--- config.mk ---
export PLATFORM = sky130hd
export DESIGN_NAME = i2c_strap_regs
export DESIGN_NICKNAME = d
export VERILOG_FILES = /design/src/rtl/i2c_strap_regs.sv
export SDC_FILE = /design/constraint.sdc
export NUM_CORES = 1
export LEC_CHECK = 0
export ABC_AREA = 1
export ABC_CLOCK_PERIOD_IN_PS = 2420
export BUFFER_PORTS_ARGS = -buffer_cell sky130_fd_sc_hd__buf_2
export CAP_MARGIN = 25
export CORE_AREA = 2 2 100 64
export DETAILED_ROUTE_END_ITERATION = 7
export DIE_AREA = 0 0 102 66
export PLACE_DENSITY = 0.84
export SLEW_MARGIN = 25
export SYNTH_ARGS = -nofsm -noshare
export SYNTH_HDL_FRONTEND = slang
export SYNTH_SLANG_ARGS = --single-unit
--- constraint.sdc ---
create_clock -name clk -period 2.42 [get_ports clk]
set_input_delay 0.242 -clock clk [delete_from_list [all_inputs] [get_ports clk]]
set_output_delay 0.242 -clock clk [all_outputs]
set_load 0.02 [all_outputs]
--- src/rtl/i2c_strap_regs.sv ---
module i2c_strap_regs #(
  parameter logic [4:0] ADDR_PREFIX = 5'b01011,
  parameter logic [7:0] CH_ON_INIT  = 8'h0D,
  parameter logic [7:0] SYNC_ON_INIT = 8'h01,
  parameter logic [7:0] OFF_INIT    = 8'h00
) (
  input  logic       clk,
  input  logic       rst_n,
  input  logic       scl_i,
  input  logic       sda_i,
  output logic       sda_oe,
  input  logic       a1_i,
  input  logic       a0_i,
  input  logic       pwr_strap_i,
  output logic [7:0] ch1_o,
  output logic [7:0] ch2_o,
  output logic [7:0] ch3_o,
  output logic [7:0] sync_o
);
  localparam int NREG = 4;
  localparam logic [3:0] BYTE_END = 4'd8;

  typedef enum logic [2:0] {S_IDLE, S_ADDR, S_SUB, S_WDATA, S_EXTRA, S_RDATA} st_t;

  logic [1:0] scl_s, sda_s;
  logic       scl_q, sda_q;

  always_ff @(posedge clk) begin
    if (!rst_n) begin
      scl_s <= 2'b11; sda_s <= 2'b11; scl_q <= 1'b1; sda_q <= 1'b1;
    end else begin
      scl_s <= {scl_s[0], scl_i};
      sda_s <= {sda_s[0], sda_i};
      scl_q <= scl_s[1];
      sda_q <= sda_s[1];
    end
  end

  wire scl      = scl_s[1];
  wire sda      = sda_s[1];
  wire scl_rise = scl & ~scl_q;
  wire scl_fall = ~scl & scl_q;
  wire start_c  = scl & scl_q & sda_q & ~sda;
  wire stop_c   = scl & scl_q & ~sda_q & sda;

  st_t        st;
  logic [3:0] bits;
  logic [7:0] shreg, tx;
  logic       in_ack, drive, rd_mode;
  logic [2:0] sel;
  logic [7:0] regs [NREG];

  wire [6:0] my_addr = {ADDR_PREFIX, a1_i, a0_i};
  wire       sub_ok  = (shreg >= 8'd1) && (shreg <= 8'd4);
  wire [1:0] sel_idx = sel[1:0] - 2'd1;
  wire [7:0] cur     = regs[sel_idx];

  always_ff @(posedge clk) begin
    if (!rst_n) begin
      st <= S_IDLE; bits <= '0; shreg <= '0; tx <= '0;
      in_ack <= 1'b0; drive <= 1'b0; rd_mode <= 1'b0; sel <= 3'd1;
      for (int k = 0; k < NREG; k++)
        regs[k] <= !pwr_strap_i ? OFF_INIT : (k == NREG-1) ? SYNC_ON_INIT : CH_ON_INIT;
    end else if (start_c) begin
      st <= S_ADDR; bits <= '0; in_ack <= 1'b0; drive <= 1'b0;
    end else if (stop_c) begin
      st <= S_IDLE; in_ack <= 1'b0; drive <= 1'b0;
    end else if (st == S_RDATA) begin
      if (scl_rise) begin
        if (bits == BYTE_END) begin
          if (sda) st <= S_IDLE;
          else begin bits <= '0; tx <= cur; end
        end else bits <= bits + 4'd1;
      end else if (scl_fall) begin
        drive <= (bits < BYTE_END) ? ~tx[3'd7 - bits[2:0]] : 1'b0;
      end
    end else if (st != S_IDLE) begin
      if (scl_rise && !in_ack && bits < BYTE_END) begin
        shreg <= {shreg[6:0], sda};
        bits  <= bits + 4'd1;
      end else if (scl_fall && !in_ack && bits == BYTE_END) begin
        in_ack <= 1'b1;
        case (st)
          S_ADDR:  if (shreg[7:1] == my_addr) begin drive <= 1'b1; rd_mode <= shreg[0]; end
                   else st <= S_IDLE;
          S_SUB:   if (sub_ok) begin drive <= 1'b1; sel <= shreg[2:0]; end
                   else st <= S_IDLE;
          S_WDATA: begin drive <= 1'b1; regs[sel_idx] <= shreg; end
          default: st <= S_IDLE;
        endcase
      end else if (scl_fall && in_ack) begin
        in_ack <= 1'b0;
        bits   <= '0;
        drive  <= 1'b0;
        case (st)
          S_ADDR:  if (rd_mode) begin st <= S_RDATA; tx <= cur; drive <= ~cur[7]; end
                   else st <= S_SUB;
          S_SUB:   st <= S_WDATA;
          S_WDATA: st <= S_EXTRA;
          default: st <= S_IDLE;
        endcase
      end
    end
  end

  assign sda_oe = drive;
  assign ch1_o  = regs[0];
  assign ch2_o  = regs[1];
  assign ch3_o  = regs[2];
  assign sync_o = regs[3];


  reg_write_window_chk: assert property (@(posedge clk) disable iff (!rst_n)
    !$stable({ch1_o, ch2_o, ch3_o, sync_o}) |-> ($past(st) == S_WDATA));


  drive_on_scl_fall_chk: assert property (@(posedge clk) disable iff (!rst_n)
    !$stable(sda_oe) |-> ($past(scl_fall) || $past(start_c) || $past(stop_c)));


  idle_released_chk: assert property (@(posedge clk) disable iff (!rst_n)
    (st == S_IDLE) |-> !sda_oe);


  sel_range_chk: assert property (@(posedge clk) disable iff (!rst_n)
    (sel >= 3'd1) && (sel <= 3'd4));


  restart_chk: assert property (@(posedge clk) disable iff (!rst_n)
    start_c |=> (st == S_ADDR) && !sda_oe);
endmodule

==> results of run 1 <==
[cell usage in the layout (no fill, tap or decap), types with 3 or more instances in the layout]
cell type,n
a21oi_1,27
a221oi_1,7
buf_2,39
buf_4,4
clkbuf_1,3
clkbuf_8,10
clkinv_2,3
dfxtp_1,34
edfxtp_1,32
inv_1,39
inv_2,9
nand2_1,87
nand3_1,33
nand4_1,3
nor2_1,62
nor2_4,4
o21ai_0,30
o31ai_1,4
or2_2,4
[Yosys cell counts (3+ instances only)]
master    count
inv_1        39
nor2_1       62
nand2_1      87
nand4_1       3
nand3_1      33
o31ai_1       4
a21oi_1      27
inv_2         9
o21ai_0      30
clkbuf_1      5
a221oi_1      7
nor2_4        4
or2_2         4
edfxtp_1     32
dfxtp_1      34
[worst paths after layout]
path                 to     start  depth (start not counted)
max          regs[2][0]     st[0]                          6
min            sda_s[0]     sda_i                          2
max reg2reg  regs[2][0]     st[0]                          6
min reg2reg    sda_s[1]  sda_s[0]                          1
[state kept, by name (all words and copies together) (netlist names)]
name	flops
sda_q	1
bits	4
sda_s	2
sda_oe	1
shreg	8
regs	32
sel	2
scl_q	1
in_ack	1
st	3
tx	8
scl_s	2
rd_mode	1
[layer usage]
layer,vias to the layer above,global-route usage
li1,1435,-
met1,1373,0.384
met2,193,0.362
met3,24,0.0973
met4,0,0.105
met5,-,0
[where the power goes]
group	total (mW)	internal (mW)	leakage, nW	switching, mW
Clock	0.816	0.399	0.0877	0.417
Combinational	0.158	0.0477	0.960	0.110
Sequential	1.23	1.20	0.597	0.0247
Total	2.20	1.65	1.64	0.552
[stage by stage]
stage	cells	total power [mW]
after detailed placement	523	1.41
after global placement	523	1.40
after floorplan	405	1.35
after CTS	539	2.20
after global routing	539	2.28
final	539	2.20
[kinds of logic (layout without fill, tap and decap cells)]
family | Yosys count | after routing | share of synthesized area
adders and majority gates | 1 | 1 | 0.00384
DFF | 66 | 66 | 0.504
buffers and inverters | 59 | 109 | 0.0745
AOI/OAI and AO/OA | 72 | 72 | 0.126
and+or+nand+nor | 207 | 207 | 0.292
[final cells by class]
class / count / share of cell area
sequential: 66 / 0.444
multi-input combinational: 280 / 0.371
timing repair buffer: 43 / 0.0609
inverter: 50 / 0.0517
clock buffer: 13 / 0.0402
tap: 84 / 0.0284
clock inverter: 3 / 0.00439
==> results.txt, run 1 <==
status -> complete, no violations
DR top layer -> met4
# IOs -> 40
Starting Density -> 0.558
EDFF count, synth -> 32
GR Overflow Total -> 0
P per Cell Area -> 595 nW/um^2
Final ANT Viol Nets -> 0
Core ar. -> 5840 um^2
met1 WL -> 3790 um
worst path cell trace -> inv_1 > nor2_2 > inv_1 > nor3_4 > nand3_1 > nand2_1
post-synthesis sequential area ratio -> 0.504
Tot GR Track Use -> 0.267
fin area -> 3700 um^2
P_leak -> 1.64 nW
Max VDD drop -> 0.000316 V
vias per std cell -> 5.61
worst hold slack -> 0.0908 ns
# resized after CTS -> 0
post-synth top area cell -> edfxtp_1
initial drt markers -> 507
Post-CTS Hold Buffers -> 0
post-layout min period -> 2.04 ns
Tightest Hold Check Type -> in2reg
cell count after synthesis -> 405
met3 wire len -> 1130 um
TritonCTS buffer count -> 9
syn_nets -> 413
CP max stage delay -> 0.49 ns
Yosys warnings -> 0
Fin. Hold Viols -> 0
CP Capture Type -> register
number of cell rows -> 22
Reg clk slew, reported paths -> 0.07 ns
routed len/inst -> 15.8 um
largest cells by area after synthesis -> edfxtp_1 30%, dfxtp_1 21%, nand2_1 10%
Worst Path Required -> 2.43 ns
Cell Area, Synth -> 3260 um^2
Final nets -> 458
Max Clock Freq -> 491 MHz
Synth Register Bits -> 66
critical path class -> reg2reg
clock tree sinks -> 66
Relative slew margins -> 0.544
routed wl met2 -> 3450 um
Setup WS post-layout -> 0.382 ns
syn_area_per_cell -> 8.04 um^2
first-pass GRT wire length -> 13,100 um
Detailed Place HPWL -> 6470 um
Die Wd -> 102 um
# fillers -> 535
worst path bufs/invs -> 2
Reg area -> 1640 um^2
Placed Area -> 3540 um^2
Data arrival, critical path -> 2.04 ns
Worst path most repeated cell -> inv_1
RSZ-0062 raised after global routing -> no
initial antenna violation count -> 0
die height -> 66 um
setup_tns -> 0 ns
diode count -> 0
final core utilization -> 0.634
detailed-route via count -> 3,025
CP max FO -> 8
CP Launch Type -> register
synth unique cells -> 34
vias in the first global route -> 2,604
Multi-input gate area -> 1370 um^2
predominant post-synthesis flop cell -> dfxtp_1
Worst Max-Slew Pin Slew -> 0.684 ns
maximum clock path buffer count -> 2
CP max-delay cell -> dfxtp_1
clk_lat worst skew -> 0.34 ns
die area -> 6730 um^2
DR pass1 iterations -> 5
GPL Wtd Cong -> 1.03
Final period util -> 0.842
area delta synth->final -> 13.6%
setup violators final -> 0
max_cap viols -> 0
r2r setup slk -> 0.38 ns
cell family with most CP delay -> simple AND/OR/NAND/NOR gates
Final Skew -> 0.0111 ns
CTS tree -> yes
Buffers on Ports -> 39
Final Max Slew Viols -> 0
DRC violations left -> 0
dpl ws -> 0.408 ns
post-CTS setup buffer count -> 0
Root Buffer -> clkbuf_8
largest net degree at the start of global routing -> 28
Async SR Flop Fraction -> 0
Detailed Route WL -> 8540 um
CTS H-tree depth -> 3
ratio of cells with drive above 1 in the final layout -> 0.191
Synth top area share -> 0.295
(Power assumes the default switching activity.)
==> inputs of run 2 (changes only) <==
--- a/config.mk
+++ b/config.mk
@@ -6,7 +6,7 @@
 export NUM_CORES = 1
 export LEC_CHECK = 0
 export ABC_AREA = 1
-export ABC_CLOCK_PERIOD_IN_PS = 2420
+export ABC_CLOCK_PERIOD_IN_PS = 2100
 export BUFFER_PORTS_ARGS = -buffer_cell sky130_fd_sc_hd__buf_2
 export CAP_MARGIN = 25
 export CORE_AREA = 2 2 100 64
==> constraint.sdc (replaced) <==
create_clock -name clk -period 2.1 [get_ports clk]
set_input_delay 0.21 -clock clk [delete_from_list [all_inputs] [get_ports clk]]
set_output_delay 0.21 -clock clk [all_outputs]
set_load 0.02 [all_outputs]
==> results.txt, run 2 (synthesized netlist as in run 1, its figures left out) <==
number of cell rows -> 22
Regs by FF count -> regs x32, shreg x8, tx x8
RSZ-0062 raised after global routing -> no
clk_lat worst skew -> 0.35 ns
Final ANT Viol Nets -> 0
Final period util -> 0.939
first-pass GRT wire length -> 13,500 um
critical path class -> reg2reg
P per Cell Area -> 673 nW/um^2
area delta synth->final -> 14.9%
Starting Density -> 0.558
Max VDD drop -> 0.000409 V
Detailed Route WL -> 8510 um
setup violators final -> 0
# resized after CTS -> 0
# IOs -> 40
DR pass1 iterations -> 5
diode count -> 0
Max Clock Freq -> 507 MHz
Final nets -> 463
routed len/inst -> 15.7 um
Root Buffer -> clkbuf_8
post-CTS setup buffer count -> 0
ratio of cells with drive above 1 in the final layout -> 0.200
setup_tns -> 0 ns
TritonCTS buffer count -> 9
CP max stage delay -> 0.38 ns
Core ar. -> 5840 um^2
Tot GR Track Use -> 0.274
cell family with most CP delay -> simple AND/OR/NAND/NOR gates
CP Capture Type -> register
Final Skew -> 0.00507 ns
worst path bufs/invs -> 2
Reg clk slew, reported paths -> 0.06 ns
die height -> 66 um
commonest non-fill, non-tap cell in the layout -> nand2_1
status -> complete, no violations
worst path cell trace -> inv_2 > nand2_1 > nor2_2 > inv_1 > nor3_4 > nand3_1 > nand2_1
initial drt markers -> 404
Worst Path Required -> 2.11 ns
Post-CTS Hold Buffers -> 0
CP Launch Type -> register
initial antenna violation count -> 0
GR Overflow Total -> 0
vias per std cell -> 5.60
CTS H-tree depth -> 3
Tot Pwr -> 2.52 mW
Worst Max-Slew Pin Slew -> 0.426 ns
Detailed Place HPWL -> 6390 um
CP max FO -> 8
Buffers on Ports -> 39
Relative slew margins -> 0.716
CP max-delay cell -> dfxtp_1
detailed-route via count -> 3,044
P_leak -> 1.66 nW
CTS tree -> yes
Final Max Slew Viols -> 0
post-layout min period -> 1.97 ns
largest net degree at the start of global routing -> 28
Die Wd -> 102 um
largest reg by FF count -> regs
Worst path most repeated cell -> nand2_1
clock tree sinks -> 66
max reg flops -> 32
Data arrival, critical path -> 1.98 ns
Tightest Hold Check Type -> in2reg
highest-count cells in the layout ignoring fill and taps -> 86 x nand2_1, 62 x nor2_1, 39 x inv_1, 39 x buf_2, 34 x dfxtp_1
GPL Wtd Cong -> 1.01
die area -> 6730 um^2
DRC violations left -> 0
vias in the first global route -> 2,741
Fin. Hold Viols -> 0
max_cap viols -> 0
maximum clock path buffer count -> 2
==> run 2: changes by cell type in the layout (fill, tap and decap cells not counted) <==
cell / change
buf_4: +5
clkinv_1: +1
clkinv_2: -1
clkinvlp_4: +1
inv_4: -1
nand2_1: -1
nand2_2: +1
==> run 2: per-layer routing <==
| layer | vias to the layer above | track usage | wire length, um |
|---|---|---|---|
| met3 | 15 | 0.107 | 1120 |
| met1 | 1414 | 0.397 | 3780 |
| li1 | 1449 | - | - |
| met2 | 166 | 0.379 | 3510 |
| met4 | 0 | 0.0750 | 112 |
| met5 | - | 0 | 0 |
==> run 2: worst paths after layout <==
kind,from,endpoint,slack [ns],cells after the start
max,st[2],regs[0][4],0.13,7
min,scl_i,scl_s[0],0.05,2
max reg2reg,st[2],regs[0][4],0.13,7
min reg2reg,sda_s[0],sda_s[1],0.42,1
==> run 2: metrics by stage <==
step / setup slack (ns) / area [um^2] / std cells / utilization / hold WS, ns
2_1_floorplan: 0.161 / 3260 / 405 / - / 0.317
3_3_place_gp: 0.275 / 3570 / 528 / 0.612 / 0.397
3_5_place_dp: 0.181 / 3570 / 528 / 0.612 / 0.401
4_1_cts: 0.183 / 3740 / 544 / 0.641 / 0.0402
5_1_grt: 0.0165 / 3740 / 544 / 0.641 / 0.0361
6_report: 0.128 / 3740 / 544 / 0.641 / 0.0453
==> run 2: cell type report <==
type / instances / area, um^2
clock buffers: 13 / 149
clock inverters: 3 / 16.3
fillers: 502 / 2090
inverters: 50 / 191
multi-input cells: 280 / 1380
flip-flops and latches: 66 / 1640
well taps: 84 / 105
repair buffers: 48 / 263
==> run 2: power breakdown <==
| part | total (mW) | internal [mW] | leakage [nW] | switching, mW |
|---|---|---|---|---|
| logic | 0.188 | 0.0570 | 0.986 | 0.131 |
| registers | 1.41 | 1.39 | 0.597 | 0.0246 |
| clock network | 0.919 | 0.456 | 0.0811 | 0.464 |
